==> src/rtl/rxq_errstat_pkg.sv <==
package rxq_errstat_pkg;

    localparam int BYTE_W      = 8;
    localparam int CNT_FIELD_W = 4;
    localparam int FLAG_W      = 8;
    localparam int STAT_W      = 2 * CNT_FIELD_W + FLAG_W;

    // Flag positions inside the low byte of the status word.
    localparam int FB_DR   = 0;
    localparam int FB_RDF  = 1;
    localparam int FB_PER  = 2;
    localparam int FB_FER  = 3;
    localparam int FB_BRK  = 4;
    localparam int FB_TDFE = 5;
    localparam int FB_TEND = 6;
    localparam int FB_ER   = 7;

    // Values the flags take after reset.
    localparam logic [FLAG_W-1:0] FLAG_RST = 8'h60;

    // One queued entry: the byte plus its two error tags.
    typedef struct packed {
        logic              perr;
        logic              ferr;
        logic [BYTE_W-1:0] data;
    } rx_entry_t;

    // Flags that follow the head entry instead of holding state.
    function automatic logic is_live_flag(input int idx);
        return (idx == FB_PER) || (idx == FB_FER);
    endfunction

    // Build the status word from the two tallies and the flags.
    function automatic logic [STAT_W-1:0] pack_status(
        input logic [CNT_FIELD_W-1:0] par_cnt,
        input logic [CNT_FIELD_W-1:0] frm_cnt,
        input logic [FLAG_W-1:0]      flags
    );
        return {par_cnt, frm_cnt, flags};
    endfunction

endpackage

==> src/rtl/rxq_store.sv <==
module rxq_store
    import rxq_errstat_pkg::*;
#(
    parameter int DEPTH = 16,
    localparam int AW = $clog2(DEPTH),
    localparam int OW = AW + 1
) (
    input  logic          clk,
    input  logic          rst,
    input  logic          push_req,
    input  logic          pop_req,
    input  rx_entry_t     wr_entry,
    output rx_entry_t     head,
    output logic          push_ok,
    output logic          pop_ok,
    output logic [OW-1:0] occ,
    output logic [OW-1:0] occ_nxt,
    output logic          full,
    output logic          empty
);

    localparam logic [AW-1:0] LAST_IDX = AW'(DEPTH - 1);
    localparam logic [OW-1:0] DEPTH_V  = OW'(DEPTH);

    rx_entry_t     mem [DEPTH];
    logic [AW-1:0] wr_ptr;
    logic [AW-1:0] rd_ptr;

    // Pointer advance that also works for depths that are not a power of two.
    function automatic logic [AW-1:0] step_ptr(input logic [AW-1:0] p);
        return (p == LAST_IDX) ? '0 : p + AW'(1);
    endfunction

    assign full    = (occ == DEPTH_V);
    assign empty   = (occ == '0);
    assign push_ok = push_req && !full;
    assign pop_ok  = pop_req && !empty;
    assign occ_nxt = occ + OW'(push_ok) - OW'(pop_ok);
    assign head    = mem[rd_ptr];

    // Storage: no reset, only written on an accepted push.
    always_ff @(posedge clk) begin
        if (push_ok) begin
            mem[wr_ptr] <= wr_entry;
        end
    end

    // Pointers and occupancy.
    always_ff @(posedge clk) begin
        if (rst) begin
            wr_ptr <= '0;
            rd_ptr <= '0;
            occ    <= '0;
        end else begin
            if (push_ok) begin
                wr_ptr <= step_ptr(wr_ptr);
            end
            if (pop_ok) begin
                rd_ptr <= step_ptr(rd_ptr);
            end
            occ <= occ_nxt;
        end
    end

endmodule

==> src/rtl/rxq_tag_tally.sv <==
module rxq_tag_tally #(
    parameter int OW = 5
) (
    input  logic          clk,
    input  logic          rst,
    input  logic          inc,
    input  logic          dec,
    output logic [OW-1:0] cnt
);

    // Tagged entries in flight: up on a tagged push, down on a tagged pop.
    // A push and a pop in the same cycle cancel.
    always_ff @(posedge clk) begin
        if (rst) begin
            cnt <= '0;
        end else begin
            cnt <= cnt + OW'(inc) - OW'(dec);
        end
    end

endmodule

==> src/rtl/rxq_ack_flag.sv <==
module rxq_ack_flag #(
    parameter logic RST_VAL = 1'b0
) (
    input  logic clk,
    input  logic rst,
    input  logic set_ev,
    input  logic rd_ev,
    input  logic wr_ev,
    input  logic wr_bit,
    output logic q
);

    // armed: the flag has been read as 1 since it was last set.
    logic armed;

    always_ff @(posedge clk) begin
        if (rst) begin
            q     <= RST_VAL;
            armed <= 1'b0;
        end else if (set_ev) begin
            // A set event wins over a clear and demands a fresh read.
            q     <= 1'b1;
            armed <= 1'b0;
        end else if (wr_ev && !wr_bit && armed) begin
            q     <= 1'b0;
            armed <= 1'b0;
        end else if (rd_ev && q) begin
            armed <= 1'b1;
        end
    end

endmodule

==> src/rtl/rxq_errstat.sv <==
module rxq_errstat
    import rxq_errstat_pkg::*;
#(
    parameter int DEPTH    = 16,
    parameter int RDF_TRIG = 8
) (
    input  logic              clk,
    input  logic              rst,
    input  logic              standby,
    input  logic              rx_valid,
    input  logic [BYTE_W-1:0] rx_byte,
    input  logic              rx_par_err,
    input  logic              rx_frm_err,
    input  logic              pop,
    input  logic              tx_end_pulse,
    input  logic              tx_empty_pulse,
    input  logic              brk_pulse,
    input  logic              dr_pulse,
    input  logic              reg_rd,
    input  logic              reg_wr,
    input  logic [STAT_W-1:0] reg_wdata,
    output logic [STAT_W-1:0] reg_rdata,
    output logic [BYTE_W-1:0] head_byte,
    output logic              overrun
);

    localparam int OW = $clog2(DEPTH) + 1;
    localparam logic [OW-1:0] TRIG_V = OW'(RDF_TRIG);

    rx_entry_t       wr_entry;
    rx_entry_t       head;
    logic            push_ok;
    logic            pop_ok;
    logic [OW-1:0]   occ;
    logic [OW-1:0]   occ_nxt;
    logic            full;
    logic            empty;
    logic [OW-1:0]   par_cnt;
    logic [OW-1:0]   frm_cnt;
    logic            er_ev;
    logic            rdf_ev;
    logic [FLAG_W-1:0] set_vec;
    logic [FLAG_W-1:0] flag_q;
    logic            head_perr;
    logic            head_ferr;

    assign wr_entry = '{perr: rx_par_err, ferr: rx_frm_err, data: rx_byte};

    rxq_store #(
        .DEPTH (DEPTH)
    ) u_store (
        .clk      (clk),
        .rst      (rst),
        .push_req (rx_valid),
        .pop_req  (pop),
        .wr_entry (wr_entry),
        .head     (head),
        .push_ok  (push_ok),
        .pop_ok   (pop_ok),
        .occ      (occ),
        .occ_nxt  (occ_nxt),
        .full     (full),
        .empty    (empty)
    );

    rxq_tag_tally #(
        .OW (OW)
    ) u_par_tally (
        .clk (clk),
        .rst (rst),
        .inc (push_ok && rx_par_err),
        .dec (pop_ok && head.perr),
        .cnt (par_cnt)
    );

    rxq_tag_tally #(
        .OW (OW)
    ) u_frm_tally (
        .clk (clk),
        .rst (rst),
        .inc (push_ok && rx_frm_err),
        .dec (pop_ok && head.ferr),
        .cnt (frm_cnt)
    );

    assign head_perr = !empty && head.perr;
    assign head_ferr = !empty && head.ferr;
    assign head_byte = empty ? '0 : head.data;

    // Set events for the flags that hold state.
    assign er_ev  = push_ok && (rx_par_err || rx_frm_err);
    assign rdf_ev = (occ < TRIG_V) && (occ_nxt >= TRIG_V);

    always_comb begin
        set_vec          = '0;
        set_vec[FB_ER]   = er_ev;
        set_vec[FB_TEND] = tx_end_pulse;
        set_vec[FB_TDFE] = tx_empty_pulse;
        set_vec[FB_BRK]  = brk_pulse;
        set_vec[FB_RDF]  = rdf_ev;
        set_vec[FB_DR]   = dr_pulse;
    end

    for (genvar i = 0; i < FLAG_W; i++) begin : g_flag
        if (is_live_flag(i)) begin : g_live
            assign flag_q[i] = (i == FB_PER) ? head_perr : head_ferr;
        end else begin : g_ack
            rxq_ack_flag #(
                .RST_VAL (FLAG_RST[i])
            ) u_flag (
                .clk    (clk),
                .rst    (rst),
                .set_ev (set_vec[i]),
                .rd_ev  (reg_rd),
                .wr_ev  (reg_wr),
                .wr_bit (reg_wdata[i]),
                .q      (flag_q[i])
            );
        end
    end

    // Sticky: only reset clears it.
    always_ff @(posedge clk) begin
        if (rst) begin
            overrun <= 1'b0;
        end else if (rx_valid && full) begin
            overrun <= 1'b1;
        end
    end

    assign reg_rdata = pack_status(par_cnt[CNT_FIELD_W-1:0],
                                   frm_cnt[CNT_FIELD_W-1:0],
                                   flag_q);

    // Read-only write bits, the standby request and the two unused set slots go nowhere.
    logic [FLAG_W+4:0] sink_unused;
    assign sink_unused = {reg_wdata[STAT_W-1:FLAG_W], reg_wdata[FB_FER], reg_wdata[FB_PER],
                          set_vec[FB_FER], set_vec[FB_PER], standby};

endmodule

==> config.mk <==
export PLATFORM = sky130hd
export DESIGN_NAME = rxq_errstat
export DESIGN_NICKNAME = d
export VERILOG_FILES = /design/src/rtl/rxq_errstat_pkg.sv /design/src/rtl/rxq_store.sv /design/src/rtl/rxq_tag_tally.sv /design/src/rtl/rxq_ack_flag.sv /design/src/rtl/rxq_errstat.sv
export SDC_FILE = /design/constraint.sdc
export NUM_CORES = 1
export LEC_CHECK = 0
export ABC_AREA = 1
export CORE_AREA = 8 8 194 196
export CTS_CLUSTER_SIZE = 16
export DETAILED_ROUTE_END_ITERATION = 16
export DIE_AREA = 0 0 202 204
export GPL_TIMING_DRIVEN = 0
export PLACE_DENSITY_LB_ADDON = 0.05
export RECOVER_POWER = 50
export REMOVE_ABC_BUFFERS = 1
export SYNTH_ARGS = -nofsm -noshare
export SYNTH_HDL_FRONTEND = slang
export SYNTH_SLANG_ARGS = --single-unit
export TNS_END_PERCENT = 20
==> constraint.sdc <==
create_clock -name clk -period 6.1 [get_ports clk]
set_input_delay 1.22 -clock clk [delete_from_list [all_inputs] [get_ports clk]]
set_output_delay 1.22 -clock clk [all_outputs]
set_load 0.01 [all_outputs]
==> impl_metrics.json <==
{
  "status": "completed",
  "layout-drive-gt1-share_pct": 5.31,
  "max_freq_mhz": 200,
  "postRouteAntennaNets": 0,
  "clkSinkCount": 198,
  "syn_area_per_cell_um2": 10.4,
  "place_hpwl_um": 14800,
  "clk_pin_slew_worst_paths_ns": 0.07,
  "synthCells": 817,
  "syn_area_mm2": 0.00852,
  "start_util_pct": 24.5,
  "vdd.ir_drop.worst_mv": 0.213,
  "gp_congestion": 0.741,
  "grt_use_total_pct": 11.8,
  "antenna_cells": 0,
  "finalHoldViolations": 0,
  "cts_resized": 0,
  "yosys_warnings": 0,
  "p_per_area_mw_per_mm2": 376,
  "grt.overflow.total": 0,
  "syn2layout_area_growth_pct": 16.9,
  "fin_util_pct": 28.6,
  "post_cts_buffers": 0,
  "setup_viol": 0,
  "ys_types": 28,
  "root_buffer": "clkbuf_16",
  "crit_path_top_delay_cell": "dfxtp_1",
  "worstSetupPathType": "reg -> out",
  "worstPathArrival_ns": 3.78,
  "drc": 0,
  "grt_antenna_before_repair": 1,
  "fin_crit_sh_pct": 82.0,
  "fin_skew_ns": 0.00719,
  "numCtsBuffers": 17,
  "fill_cells": 3601,
  "cts_tree": "done",
  "seq_area_frac_synth_pct": 65.3,
  "cp-end-kind": "primary output",
  "p_sw_mw": 1.26,
  "ys_seq_elements": 198,
  "hold_class": "reg -> reg",
  "p_int_mw": 2.49,
  "switching_share_pct": 33.5,
  "hold_buffers": 0,
  "critPathMaxStageDelay_ns": 1.13,
  "wl_per_cell_um": 18.1,
  "comb_power_share_pct": 28.7,
  "ios": 62,
  "final_cell_mix": "263 x nand2_1, 160 x edfxtp_1, 124 x nand3_1, 56 x inv_1, 44 x nor2_1",
  "drtIter0Drc": 301,
  "vias_per_cell": 4.27,
  "crit_top_cell": "nand3_1",
  "cp_top_family": "buffers and inverters",
  "seqPwrFrac_pct": 43.2,
  "critPathMaxFanout": 21,
  "worst_slew_pin_slew_ns": 1.36,
  "startpoint_type": "flop",
  "clock_latency_ns": 0.44,
  "worstPathCellList": "inv_1 > nand3_1 > nand3_1 > a21oi_1 > clkdlybuf4s50_1",
  "vias": 5666,
  "firstDrtPassIters": 4,
  "slew_headroom_pct": 9.02,
  "period_needed_ns": 5.00,
  "clkPwrFrac_pct": 28.1,
  "rsz0062_at_grt": "no",
  "dieArea_mm2": 0.0412,
  "drt_wl_total_um": 24000,
  "final_max_slew_viol_count": 0,
  "core-area_mm2": 0.0348,
  "hold_ws_ns": 0.465,
  "nets": 912,
  "grt_max_degree": 81,
  "p_leak_nw": 3.73,
  "fp-row-count": 69,
  "die_x_um": 202,
  "cap_viol_max_count": 0,
  "grt_pass1_wl_um": 35700,
  "mostFrequentLayoutCell": "nand2_1",
  "die_h_um": 204,
  "io_buffers": 50,
  "cp.required_ns": 4.88,
  "clk_path_buf_depth": 2,
  "grt_pass1_vias": 5750,
  "cp_num_buf_inv": 2,
  "cts_max_level": 4
}
Yosys cell counts:
master,instances,area share [%]
o21a_1,1,0.088
edfxtp_1,160,56
a21oi_1,32,1.9
clkbuf_1,8,0.35
clkinv_1,2,0.088
nor2_1,48,2.1
a21o_1,1,0.088
or2_2,1,0.073
buf_2,8,0.47
inv_2,2,0.088
buf_4,16,1.4
nand4_1,3,0.22
a211oi_1,1,0.088
xnor2_1,2,0.21
nor3_1,3,0.18
xor2_1,4,0.41
buf_6,9,1.2
clkbuf_2,1,0.059
nand2_1,263,12
nand3b_1,2,0.18
inv_8,1,0.13
ha_1,19,2.8
dfxtp_1,38,8.9
inv_1,55,2.4
nor4_1,1,0.073
o21ai_0,9,0.53
fa_1,3,0.70
nand3_1,124,7.3
through the flow:
| step | area, um2 | instances | setup TNS [ns] | setup WS, ns | power (mW) |
|---|---|---|---|---|---|
| after floorplan | 8230 | 775 | 0 | 2.24 | 2.28 |
| after global placement | 9300 | 1286 | -2.69 | -0.519 | 2.74 |
| after detailed placement | 9430 | 1294 | 0 | 1.38 | 2.76 |
| after CTS | 9960 | 1326 | 0 | 0.865 | 3.84 |
| after global routing | 9960 | 1327 | 0 | 0.819 | 4.00 |
| final | 9960 | 1327 | 0 | 1.10 | 3.75 |
registers in the layout, indices dropped and copies added, names as in the netlist, named ones only:
register                   flops
g_flag.g_ack.u_flag.armed      6
g_flag.g_ack.u_flag.q          6
overrun                        1
u_frm_tally.cnt                4
u_par_tally.cnt                4
u_store.mem                  160
u_store.occ                    5
u_store.rd_ptr                 4
u_store.wr_ptr                 4
metal layers:
layer	global-route usage, %	wire, um	vias to the layer above
li1	-	-	2807
met1	14.2	10700	2758
met5	0	13	-
met2	20.9	12100	76
met3	2.71	768	23
met4	3.50	410	2
power groups by stage:
stage          sequential [mW]  combinational, mW  clock, mW
2_1_floorplan             1.67              0.610          0
3_3_place_gp              1.71               1.02          0
3_5_place_dp              1.65               1.11          0
4_1_cts                   1.62               1.12       1.10
5_1_grt                   1.63               1.22       1.15
6_report                  1.62               1.08       1.05
cell type report:
class	count	area, um2	area share, %
Tap cell	461	577	5.79
Multi-Input combinational cell	517	2440	24.5
Clock inverter	13	96.3	0.967
Timing Repair Buffer	59	612	6.14
Inverter	60	233	2.34
Clock buffer	19	433	4.35
Sequential cell	198	5570	55.9
final timing paths:
path                                 start                       end  slack [ns]  depth (start not counted)
setup / recovery                      flop              reg_rdata[3]        1.10                          5
hold / removal    g_flag[6].g_ack.u_flag.q  g_flag[6].g_ack.u_flag.q        0.46                          2
setup reg to reg                      flop        u_frm_tally.cnt[2]        2.16                         11
hold reg to reg   g_flag[6].g_ack.u_flag.q  g_flag[6].g_ack.u_flag.q        0.46                          2
cell families (layout without fill, tap and decap cells):
kind of cell / count (synthesis) / count (layout) / share of synthesized area, %
buffers and inverters: 102 / 151 / 6.21
adder cells (fa/ha/maj): 22 / 22 / 3.49
AO/OA/AOI/OAI: 44 / 44 / 2.67
XOR/XNOR: 6 / 6 / 0.617
flip-flops: 198 / 198 / 65.3
AND/OR/NAND/NOR: 445 / 445 / 21.7
worst reg2reg max path, cell delays in order (launching register included):
cell	delay (ns)
dfxtp_1	1.13
inv_1	0.83
nand3_1	0.28
nand3_1	0.18
a21oi_1	0.29
ha_1	0.27
inv_1	0.06
ha_1	0.13
inv_1	0.06
fa_1	0.38
xor2_1	0.14
nor2_1	0.05
Note: power is estimated with default switching activity, not from simulation.
